--- src/rtl/snapq_pkg.sv ---
package snapq_pkg;

  // a strictly younger than b; flag bit toggles on each ring wrap
  function automatic logic idx_newer(input logic fa, input logic [31:0] va,
                                     input logic fb, input logic [31:0] vb);
    return (fa == fb) ? (va > vb) : (va < vb);
  endfunction

endpackage

--- src/rtl/snapq_req_gen.sv ---
module snapq_req_gen #(
  parameter int unsigned RENAME_W = 6,
  parameter int unsigned PERIOD   = 32
) (
  input  logic                clk_i,
  input  logic                rst_ni,
  input  logic [RENAME_W-1:0] ren_valid_i,
  input  logic [RENAME_W-1:0] ren_br_i,
  input  logic                take_i,
  input  logic                redir_i,
  output logic                req_o,
  output logic [RENAME_W-1:0] flag_o
);
  localparam int unsigned SUM_W = $clog2(PERIOD + RENAME_W + 1);
  localparam int unsigned N_W   = $clog2(RENAME_W + 1);

  logic [SUM_W-1:0] cnt_q, cnt_d, sum;
  logic [N_W-1:0]   n_uop;
  logic             periodic, any_br, any_v;

  always_comb begin
    n_uop = '0;
    for (int i = 0; i < RENAME_W; i++) n_uop = n_uop + N_W'(ren_valid_i[i]);
  end

  assign sum      = cnt_q + SUM_W'(n_uop);
  assign periodic = (sum >= SUM_W'(PERIOD));
  assign any_br   = |(ren_valid_i & ren_br_i);
  assign any_v    = |ren_valid_i;
  assign req_o    = any_v && (any_br || periodic);

  // all per-uop requests collapse onto lane 0
  always_comb begin
    flag_o    = '0;
    flag_o[0] = req_o;
  end

  always_comb begin
    if (redir_i || take_i) cnt_d = '0;
    else if (periodic)     cnt_d = SUM_W'(PERIOD);
    else                   cnt_d = sum;
  end

  always_ff @(posedge clk_i or negedge rst_ni) begin
    if (!rst_ni) cnt_q <= '0;
    else         cnt_q <= cnt_d;
  end
endmodule

--- src/rtl/snapq_store.sv ---
module snapq_store #(
  parameter int unsigned NUM_SNAP = 4,
  parameter int unsigned IDX_W    = 9
) (
  input  logic                               clk_i,
  input  logic                               rst_ni,
  input  logic                               enq_i,
  input  logic [IDX_W-1:0]                   enq_idx_i,
  input  logic                               deq_i,
  input  logic [NUM_SNAP-1:0]                flush_vec_i,
  output logic [NUM_SNAP-1:0]                valid_o,
  output logic [NUM_SNAP-1:0][IDX_W-1:0]     idx_o,
  output logic [$clog2(NUM_SNAP)-1:0]        enq_ptr_o,
  output logic [$clog2(NUM_SNAP)-1:0]        deq_ptr_o,
  output logic                               full_o
);
  localparam int unsigned SLOT_W = $clog2(NUM_SNAP);

  logic [NUM_SNAP-1:0]            valid_q, valid_d;
  logic [NUM_SNAP-1:0][IDX_W-1:0] idx_q;
  logic [SLOT_W-1:0]              enq_ptr_q, enq_ptr_d, deq_ptr_q, deq_ptr_d;

  always_comb begin
    valid_d = valid_q & ~flush_vec_i;
    if (enq_i) valid_d[enq_ptr_q] = 1'b1;
    if (deq_i) valid_d[deq_ptr_q] = 1'b0;
  end

  assign deq_ptr_d = deq_i ? deq_ptr_q + SLOT_W'(1) : deq_ptr_q;

  // nearest empty slot walking forward from the head
  always_comb begin
    enq_ptr_d = enq_ptr_q;
    for (int k = NUM_SNAP - 1; k >= 0; k--) begin
      if (!valid_d[deq_ptr_d + SLOT_W'(k)]) enq_ptr_d = deq_ptr_d + SLOT_W'(k);
    end
  end

  always_ff @(posedge clk_i or negedge rst_ni) begin
    if (!rst_ni) begin
      valid_q   <= '0;
      enq_ptr_q <= '0;
      deq_ptr_q <= '0;
    end else begin
      valid_q   <= valid_d;
      enq_ptr_q <= enq_ptr_d;
      deq_ptr_q <= deq_ptr_d;
    end
  end

  generate
    for (genvar s = 0; s < NUM_SNAP; s++) begin : g_slot
      always_ff @(posedge clk_i or negedge rst_ni) begin
        if (!rst_ni)                                 idx_q[s] <= '0;
        else if (enq_i && enq_ptr_q == SLOT_W'(s))   idx_q[s] <= enq_idx_i;
      end
    end
  endgenerate

  assign valid_o   = valid_q;
  assign idx_o     = idx_q;
  assign enq_ptr_o = enq_ptr_q;
  assign deq_ptr_o = deq_ptr_q;
  assign full_o    = &valid_q;
endmodule

--- src/rtl/snapq_redir.sv ---
module snapq_redir
  import snapq_pkg::*;
#(
  parameter int unsigned NUM_SNAP = 4,
  parameter int unsigned IDX_W    = 9
) (
  input  logic                           redir_valid_i,
  input  logic [IDX_W-1:0]               redir_idx_i,
  input  logic                           flush_self_i,
  input  logic [NUM_SNAP-1:0]            valid_i,
  input  logic [NUM_SNAP-1:0][IDX_W-1:0] idx_i,
  input  logic [$clog2(NUM_SNAP)-1:0]    deq_ptr_i,
  output logic [NUM_SNAP-1:0]            flush_vec_o,
  output logic                           hit_o,
  output logic [$clog2(NUM_SNAP)-1:0]    hit_slot_o
);
  localparam int unsigned SLOT_W = $clog2(NUM_SNAP);
  localparam int unsigned LOW_W  = IDX_W - 1;

  logic [NUM_SNAP-1:0] younger, same, cand;

  generate
    for (genvar s = 0; s < NUM_SNAP; s++) begin : g_cmp
      assign younger[s] = idx_newer(idx_i[s][IDX_W-1], 32'(idx_i[s][LOW_W-1:0]),
                                    redir_idx_i[IDX_W-1], 32'(redir_idx_i[LOW_W-1:0]));
      assign same[s]    = (idx_i[s] == redir_idx_i);
      assign flush_vec_o[s] = redir_valid_i && valid_i[s] && younger[s];
      assign cand[s]    = redir_valid_i && valid_i[s] && !younger[s]
                          && (!same[s] || !flush_self_i);
    end
  endgenerate

  // ring order from head is age order; last candidate is youngest
  always_comb begin
    hit_o      = 1'b0;
    hit_slot_o = '0;
    for (int k = 0; k < NUM_SNAP; k++) begin
      if (cand[deq_ptr_i + SLOT_W'(k)]) begin
        hit_o      = 1'b1;
        hit_slot_o = deq_ptr_i + SLOT_W'(k);
      end
    end
  end
endmodule

--- src/rtl/snap_queue_mgr.sv ---
module snap_queue_mgr #(
  parameter int unsigned NUM_SNAP  = 4,
  parameter int unsigned RENAME_W  = 6,
  parameter int unsigned COMMIT_W  = 8,
  parameter int unsigned ROB_DEPTH = 160,
  parameter int unsigned PERIOD    = 32,
  localparam int unsigned IDX_W    = $clog2(ROB_DEPTH) + 1,
  localparam int unsigned SLOT_W   = $clog2(NUM_SNAP)
) (
  input  logic                           clk_i,
  input  logic                           rst_ni,
  input  logic [RENAME_W-1:0]            ren_valid_i,
  input  logic [RENAME_W-1:0]            ren_br_i,
  input  logic [IDX_W-1:0]               ren_rob_idx_i,
  input  logic [COMMIT_W-1:0]            cmt_valid_i,
  input  logic [COMMIT_W-1:0][IDX_W-1:0] cmt_rob_idx_i,
  input  logic                           redir_valid_i,
  input  logic [IDX_W-1:0]               redir_rob_idx_i,
  input  logic                           redir_flush_self_i,
  output logic [RENAME_W-1:0]            snap_flag_o,
  output logic                           snap_enq_o,
  output logic [SLOT_W-1:0]              snap_enq_slot_o,
  output logic                           snap_deq_o,
  output logic [SLOT_W-1:0]              snap_deq_slot_o,
  output logic [NUM_SNAP-1:0]            snap_flush_vec_o,
  output logic                           snap_hit_o,
  output logic [SLOT_W-1:0]              snap_hit_slot_o
);
  logic                           req, full;
  logic [NUM_SNAP-1:0]            slot_valid;
  logic [NUM_SNAP-1:0][IDX_W-1:0] slot_idx;
  logic [SLOT_W-1:0]              enq_ptr, deq_ptr;
  logic [COMMIT_W-1:0]            lane_match;

  snapq_req_gen #(.RENAME_W(RENAME_W), .PERIOD(PERIOD)) u_req (
    .clk_i       (clk_i),
    .rst_ni      (rst_ni),
    .ren_valid_i (ren_valid_i),
    .ren_br_i    (ren_br_i),
    .take_i      (snap_enq_o),
    .redir_i     (redir_valid_i),
    .req_o       (req),
    .flag_o      (snap_flag_o)
  );

  generate
    for (genvar j = 0; j < COMMIT_W; j++) begin : g_lane
      assign lane_match[j] = cmt_valid_i[j] && (cmt_rob_idx_i[j] == slot_idx[deq_ptr]);
    end
  endgenerate

  assign snap_enq_o      = req && !full && !redir_valid_i;
  assign snap_enq_slot_o = enq_ptr;
  assign snap_deq_o      = slot_valid[deq_ptr] && (|lane_match) && !redir_valid_i;
  assign snap_deq_slot_o = deq_ptr;

  snapq_store #(.NUM_SNAP(NUM_SNAP), .IDX_W(IDX_W)) u_store (
    .clk_i       (clk_i),
    .rst_ni      (rst_ni),
    .enq_i       (snap_enq_o),
    .enq_idx_i   (ren_rob_idx_i),
    .deq_i       (snap_deq_o),
    .flush_vec_i (snap_flush_vec_o),
    .valid_o     (slot_valid),
    .idx_o       (slot_idx),
    .enq_ptr_o   (enq_ptr),
    .deq_ptr_o   (deq_ptr),
    .full_o      (full)
  );

  snapq_redir #(.NUM_SNAP(NUM_SNAP), .IDX_W(IDX_W)) u_redir (
    .redir_valid_i (redir_valid_i),
    .redir_idx_i   (redir_rob_idx_i),
    .flush_self_i  (redir_flush_self_i),
    .valid_i       (slot_valid),
    .idx_i         (slot_idx),
    .deq_ptr_i     (deq_ptr),
    .flush_vec_o   (snap_flush_vec_o),
    .hit_o         (snap_hit_o),
    .hit_slot_o    (snap_hit_slot_o)
  );
endmodule

--- config.mk ---
export PLATFORM = sky130hd
export DESIGN_NAME = snap_queue_mgr
export DESIGN_NICKNAME = d
export VERILOG_FILES = /design/src/rtl/snapq_pkg.sv /design/src/rtl/snapq_req_gen.sv /design/src/rtl/snapq_store.sv /design/src/rtl/snapq_redir.sv /design/src/rtl/snap_queue_mgr.sv
export SDC_FILE = /design/constraint.sdc
export NUM_CORES = 1
export LEC_CHECK = 0
export CAP_MARGIN = 20
export CORE_ASPECT_RATIO = 1.1
export CORE_MARGIN = 2
export CORE_UTILIZATION = 50
export CTS_CLUSTER_DIAMETER = 50
export DETAILED_ROUTE_END_ITERATION = 8
export HOLD_SLACK_MARGIN = 0.15
export PLACE_DENSITY_LB_ADDON = 0.05
export SYNTH_ARGS = -nofsm -noshare
export SYNTH_HDL_FRONTEND = slang
export SYNTH_SLANG_ARGS = --single-unit
--- constraint.sdc ---
create_clock -name clk_i -period 5.9 [get_ports clk_i]
set_input_delay 1.18 -clock clk_i [delete_from_list [all_inputs] [get_ports clk_i]]
set_output_delay 1.18 -clock clk_i [all_outputs]
set_load 0.02 [all_outputs]
Yosys cells after proc, flatten, opt, wreduce, memory -nomap -nowiden
Cells that the tools add are included.

storage, ports and cells
  output and inout port bits = 19
  flip-flop bits (word level) = 50

operators by class
  reductions and logical operators = 57
  magnitude comparators = 20
  mux-type cells = 45
  bitwise logic cells = 6
  equal/unequal tests = 20
  add/sub/neg operators = 12

operators with widths
  cell                   number
  $eq A9 B9 Y1           12
  $logic_and A1 B1 Y1    35
  $gt A8 B8 Y1           4
  $lt A8 B8 Y1           4
  $lt A2 B3 Y1 const B   9
  $mux W1                19
  $bmux W1 S2            9
  $bmux W9 S2            1
  $mux W2                9
  $add A3 B1 Y3          4
  $mux W6                2
  $reduce_or A6 Y1       2
  $logic_not A1 Y1       11
  $mux W9                1
  $add A2 B2 Y2 const B  4
  $and A4 B4 Y4          2
  $mux W4                2
  $not A4 Y4             2
  $reduce_or A8 Y1       1
  $add A6 B3 Y6          1
  $and A6 B6 Y6          1
  $ge A6 B6 Y1 const B   1
  $logic_or A1 B1 Y1     6
  $add A2 B1 Y2 const B  2
  10 further kinds       16

Longest topological paths before layout
  depth in word-level cells = 20
  gate-level depth with buffers = 18
  gate-level depth less buffers = 18

By module
From an unflattened synthesis, not the netlist that was laid out.

unflattened totals
  cells, all modules = 451
  area, all modules = 4728.3 µm²

modules (own cells, without submodules)
  module          instances  seq. area each (µm²)  area an instance (µm²)  cells each
  snapq_store     1          1101.1                1928.1                  128
  snap_queue_mgr  1          0.0                   1163.6                  122
  snapq_redir     1          0.0                   1103.6                  145
  snapq_req_gen   1          150.1                 533.0                   56

Worst setup path before layout
OpenSTA, ideal clock, no wires.

  kind = input to register
  start = input port ren_valid_i[0]
  end = register u_store.enq_ptr_q[0], in the netlist u_store.enq_ptr_o[0]
  stages on the path = 18
  slack = 40 ps
  buffers on the path = 0
  setup time = 87 ps
  data arrival time = 5773 ps
  cell sequence = inv_1 > ha_1 > inv_1 > fa_1 > fa_1 > fa_1 > inv_1 > ha_1 > a21o_1 > a21oi_1 > o21a_1 > nor3_1 > nor4bb_1 > and3b_1 > a211oi_1 > or3b_2 > or3_1 > o211ai_1

on the way
  cells in the longest elaborated chain, start to end = 19

RTL lines
  what                                 RTL line              text
  from (decl)                          snap_queue_mgr.sv:12  input logic [RENAME_W-1:0] ren_valid_i,
  $add A1 B1 Y2                        snapq_req_gen.sv:23   for (int i = 0; i < RENAME_W; i++) n_uop = n_uop + N_W'(ren_valid_i[i]);
  $add A3 B1 Y3 (4 in series)          snapq_req_gen.sv:23
  $add A6 B3 Y6                        snapq_req_gen.sv:26   assign sum = cnt_q + SUM_W'(n_uop);
  $ge A6 B6 Y1                         snapq_req_gen.sv:27   assign periodic = (sum >= SUM_W'(PERIOD));
  $logic_or A1 B1 Y1                   snapq_req_gen.sv:30   assign req_o = any_v && (any_br || periodic);
  $logic_and A1 B1 Y1 *                snapq_req_gen.sv:30
  $logic_and A1 B1 Y1 * (2 in series)  snap_queue_mgr.sv:52  assign snap_enq_o = req && !full && !redir_valid_i;
  net snap_enq_o                       snap_queue_mgr.sv:21  output logic snap_enq_o,
  $mux W4 *                            snapq_store.sv:25     if (enq_i) valid_d[enq_ptr_q] = 1'b1;
  $and A4 B4 Y4 (no line)              n/a
  $mux W4 *                            snapq_store.sv:26     if (deq_i) valid_d[deq_ptr_q] = 1'b0;
  $bmux W1 S2                          snapq_store.sv:35     if (!valid_d[deq_ptr_d + SLOT_W'(k)]) enq_ptr_d = deq_ptr_d + SLOT_W'(k);
  $mux W1 (not written as such)        snapq_store.sv:35
  $mux W2 (3 in series)                snapq_store.sv:35
  to (signal assigned)                 snapq_store.sv:46     enq_ptr_q <= enq_ptr_d;
  to (decl)                            snapq_store.sv:21     logic [SLOT_W-1:0] enq_ptr_q, enq_ptr_d, deq_ptr_q, deq_ptr_d;

The timed path passes the listed nets; every way through them passes the cells marked *. The select of a mux whose other input is x is not followed.
A chain may end at the register's enable or synchronous reset.

Worst setup path after layout
  start = input port ren_valid_i[2]
  end = output port snap_enq_o

on the way
  cells in the longest elaborated chain, start to end = 10

RTL lines
  what                                 RTL line
  $add A3 B1 Y3 (4 in series)          snapq_req_gen.sv:23
  $add A6 B3 Y6                        snapq_req_gen.sv:26
  $ge A6 B6 Y1                         snapq_req_gen.sv:27
  $logic_or A1 B1 Y1                   snapq_req_gen.sv:30
  $logic_and A1 B1 Y1 *                snapq_req_gen.sv:30
  $logic_and A1 B1 Y1 * (2 in series)  snap_queue_mgr.sv:52
  to (decl)                            snap_queue_mgr.sv:21

Every way passes the cells marked *; elsewhere a longest branch is shown, timed or not.

==> metrics.md <==
| Metric | Value |
|---|---|
| Status | completed |
| Leak pwr | 2.73 nW |
| Max Fclk | 174 MHz |
| Max clock buf depth | 2 |
| Design area | 6350 sq um |
| Top post-synthesis cells by count | xnor2_1 (53), dfrtp_1 (50), ha_1 (41) |
| Mapped cell area | 4780 sq um |
| CTS Buf Count | 5 |
| RSZ-0062 raised after global routing | yes |
| Layout Cells excl Fill | 746 |
| Final core utilization | 0.682 |
| Synth Warn # | 0 |
| Post-route DRC violation count | 0 |
| Final GP Congestion | 0.875 |
| Multi-input logic area | 3260 sq um |
| Vias per cell | 5.65 |
| DR iter-0 viols | 221 |
| Critical-path top delay cell | fa_1 |
| Fillcell total | 740 |
| Critical path, cell by cell | clkdlybuf4s50_1 -> inv_1 -> fa_1 -> fa_2 -> fa_1 -> inv_1 -> ha_1 -> a21o_1 -> a21oi_4 -> o21a_1 -> nor3_2 -> nor4bb_1 -> buf_4 -> buf_6 |
| First-pass GRT wire length | 22.3 mm |
| Worst reg2reg setup slack | 2.08 ns |
| Yosys cell types | 62 |
| Startpoint Class | primary input |
| Crit Path Category | primary input to output pin |
| Synthesized flop and latch total | 50 |
| Setup ws final | 0.141 ns |
| Clk_skew | 0.00815 ns |
| GR Overflow Total | 0 |
| CP max stage delay | 0.51 ns |
| FFs w/ async S/R, synth | 1.00 |
| Dpl cells | 736 |
| Worst skew pair latency | 0.30 ns |
| # port buffers | 127 |
| Die area | 10,400 sq um |
| Worst VDD drop | 0.279 mV |
| CTS tree | yes |
| Pre-CTS setup slack | -0.666 ns |
| Worst hold path type | register to register |
| DRT Wirelength | 13.7 mm |
| Finish-stage setup viols | 0 |
| Post-synth EDFFs | 0 |
| Hold_buf cts | 0 |
| Post-DP Area | 6200 sq um |
| Sequential area share after synthesis | 0.262 |
| Kind of end point of the critical path | output pin |
| Critical Path AT | 4.58 ns |
| Min Tclk post-route | 5.76 ns |
| Worst slew margin | 0.465 |
| Max FO, Critical Path | 3 |
| Post-synth top area cell | dfrtp_1 |
| Synth top area share | 0.262 |
| Routed Antenna Nets | 0 |
| Clock-pin slew of the registers on the worst-case setup and hold paths | 0.09 ns |
| Fin nets | 787 |
| Final Max Slew Viols | 0 |
| Gr usage total | 0.268 |
| Largest net degree at the start of global routing | 51 |
| Root buf cell | clkbuf_8 |
| Vias in the first global route | 4,381 |
| Share of cells above drive strength 1 | 0.146 |
| Synth area leaders | dfrtp_1 (26%), ha_1 (11%), xnor2_1 (9.7%), mux2_2 (7.8%), xor2_1 (5.1%) |
| Tot Pwr | 2.72 mW |
| Die width | 97.2 um |
| Max_cap viols | 0 |
| Routed vias | 4,216 |
| Core area | 9310 sq um |
| H-Tree Depth | 2 |
| Io pins | 133 |
| Power Dens Cells | 429 nW/um^2 |
| Hold Violations, Final | 0 |
| Die Height | 107 um |
| Most numerous cell in the Yosys netlist | xnor2_1 |
| Row cnt | 37 |
| Ys flop type | dfrtp_1 |
| Clk sinks | 50 |
| Initial antenna violation count | 0 |
| Avg WL per Cell | 18.3 um |
| Fin crit share | 0.976 |
| Worst EP required | 4.72 ns |
| # diodes | 0 |
| Avg Inst Size Synth | 9.77 sq um |
| Least-Margin Pin Slew | 0.802 ns |
| Area added between synthesis and finish | 32.9% |
| Detailed-router iteration count before antenna repair | 4 |
| Cell count after synthesis | 489 |
| Register area | 1250 sq um |
| Initial Util | 0.513 |
| Dpl hpwl | 10.9 mm |
==> routing by layer <==
metal	vias up	share of wire	GRT usage	wire length, um
met5	-	0	0	0
met4	0	0.022	0.0714	305
met3	23	0.059	0.0440	812
met2	145	0.50	0.477	6780
met1	2017	0.42	0.338	5770
li1	2031	-	-	-
==> worst max-delay path: cells and delay by family <==
| kind | cells | cell delay [ns] |
|---|---|---|
| compound gates | 3 | 0.52 |
| fa+ha+maj | 4 | 1.67 |
| buf+inv | 5 | 0.90 |
| simple gates | 2 | 0.32 |
==> sequential cells by signal, indices dropped and copies added, names as in the netlist <==
name / flops
u_store.deq_ptr_o: 2
u_store.enq_ptr_o: 2
u_req.cnt_q: 6
u_store.idx_o: 36
u_store.valid_o: 4
==> placed cells by master (no fill, tap or decap), types with 21 or more instances in the layout <==
cell type and count:
mux2_2 33, inv_1 32, nand4_1 22, dfrtp_1 50
xnor2_1 53, xor2_1 28, clkdlybuf4s50_1 121, buf_4 26
nand2_1 21, ha_1 41
==> report_power, final <==
part	switching, mW	internal, mW	total (mW)
Sequential	0.168	0.496	0.664
Clock	0.117	0.127	0.243
Combinational	0.922	0.893	1.82
Total	1.21	1.52	2.72
==> cell type report <==
cell class / count / share of cell area
Clock buffer: 6 / 0.0114
Clock inverter: 2 / 0.00591
Inverter: 33 / 0.0195
Multi-Input combinational cell: 385 / 0.513
Sequential cell: 50 / 0.197
Tap cell: 117 / 0.0231
Timing Repair Buffer: 153 / 0.230
==> logic make-up after synthesis <==
| logic type | Yosys count | share of synthesized area |
|---|---|---|
| other | 1 | 0.000785 |
| buffers and inverters | 58 | 0.0642 |
| AOI/OAI and AO/OA | 92 | 0.133 |
| DFF | 50 | 0.262 |
| muxes | 45 | 0.132 |
| and+or+nand+nor | 117 | 0.135 |
| xor gates and xnor gates | 81 | 0.149 |
| adders and majority gates | 45 | 0.124 |
==> worst paths after layout <==
| kind | start | cells after the start | end |
|---|---|---|---|
| max in group asynchronous | rst_ni | 2 | u_store.idx_o[8] |
| min reg2reg | u_req.cnt_q[5] | 1 | u_req.cnt_q[3] |
| max | ren_valid_i[2] | 14 | snap_enq_o |
| min | u_req.cnt_q[5] | 1 | u_req.cnt_q[3] |
| max reg2reg | u_store.deq_ptr_o[0] | 11 | u_store.enq_ptr_o[0] |
| min in group asynchronous | rst_ni | 2 | u_store.idx_o[18] |
==> timing repair <==
action	in CTS	in global routing
buffers inserted	2	0
pin swaps	8	1
gates resized for setup	17	2
endpoints found under the setup margin	2	3
==> per-stage QoR <==
step	setup TNS, ns	hold slack, ns
6_report	0	0.500
3_5_place_dp	-1.48	0.467
3_3_place_gp	-1.07	0.465
4_1_cts	0	0.497
2_1_floorplan	0	0.433
5_1_grt	-0.0873	0.529
(Power assumes the default switching activity.)
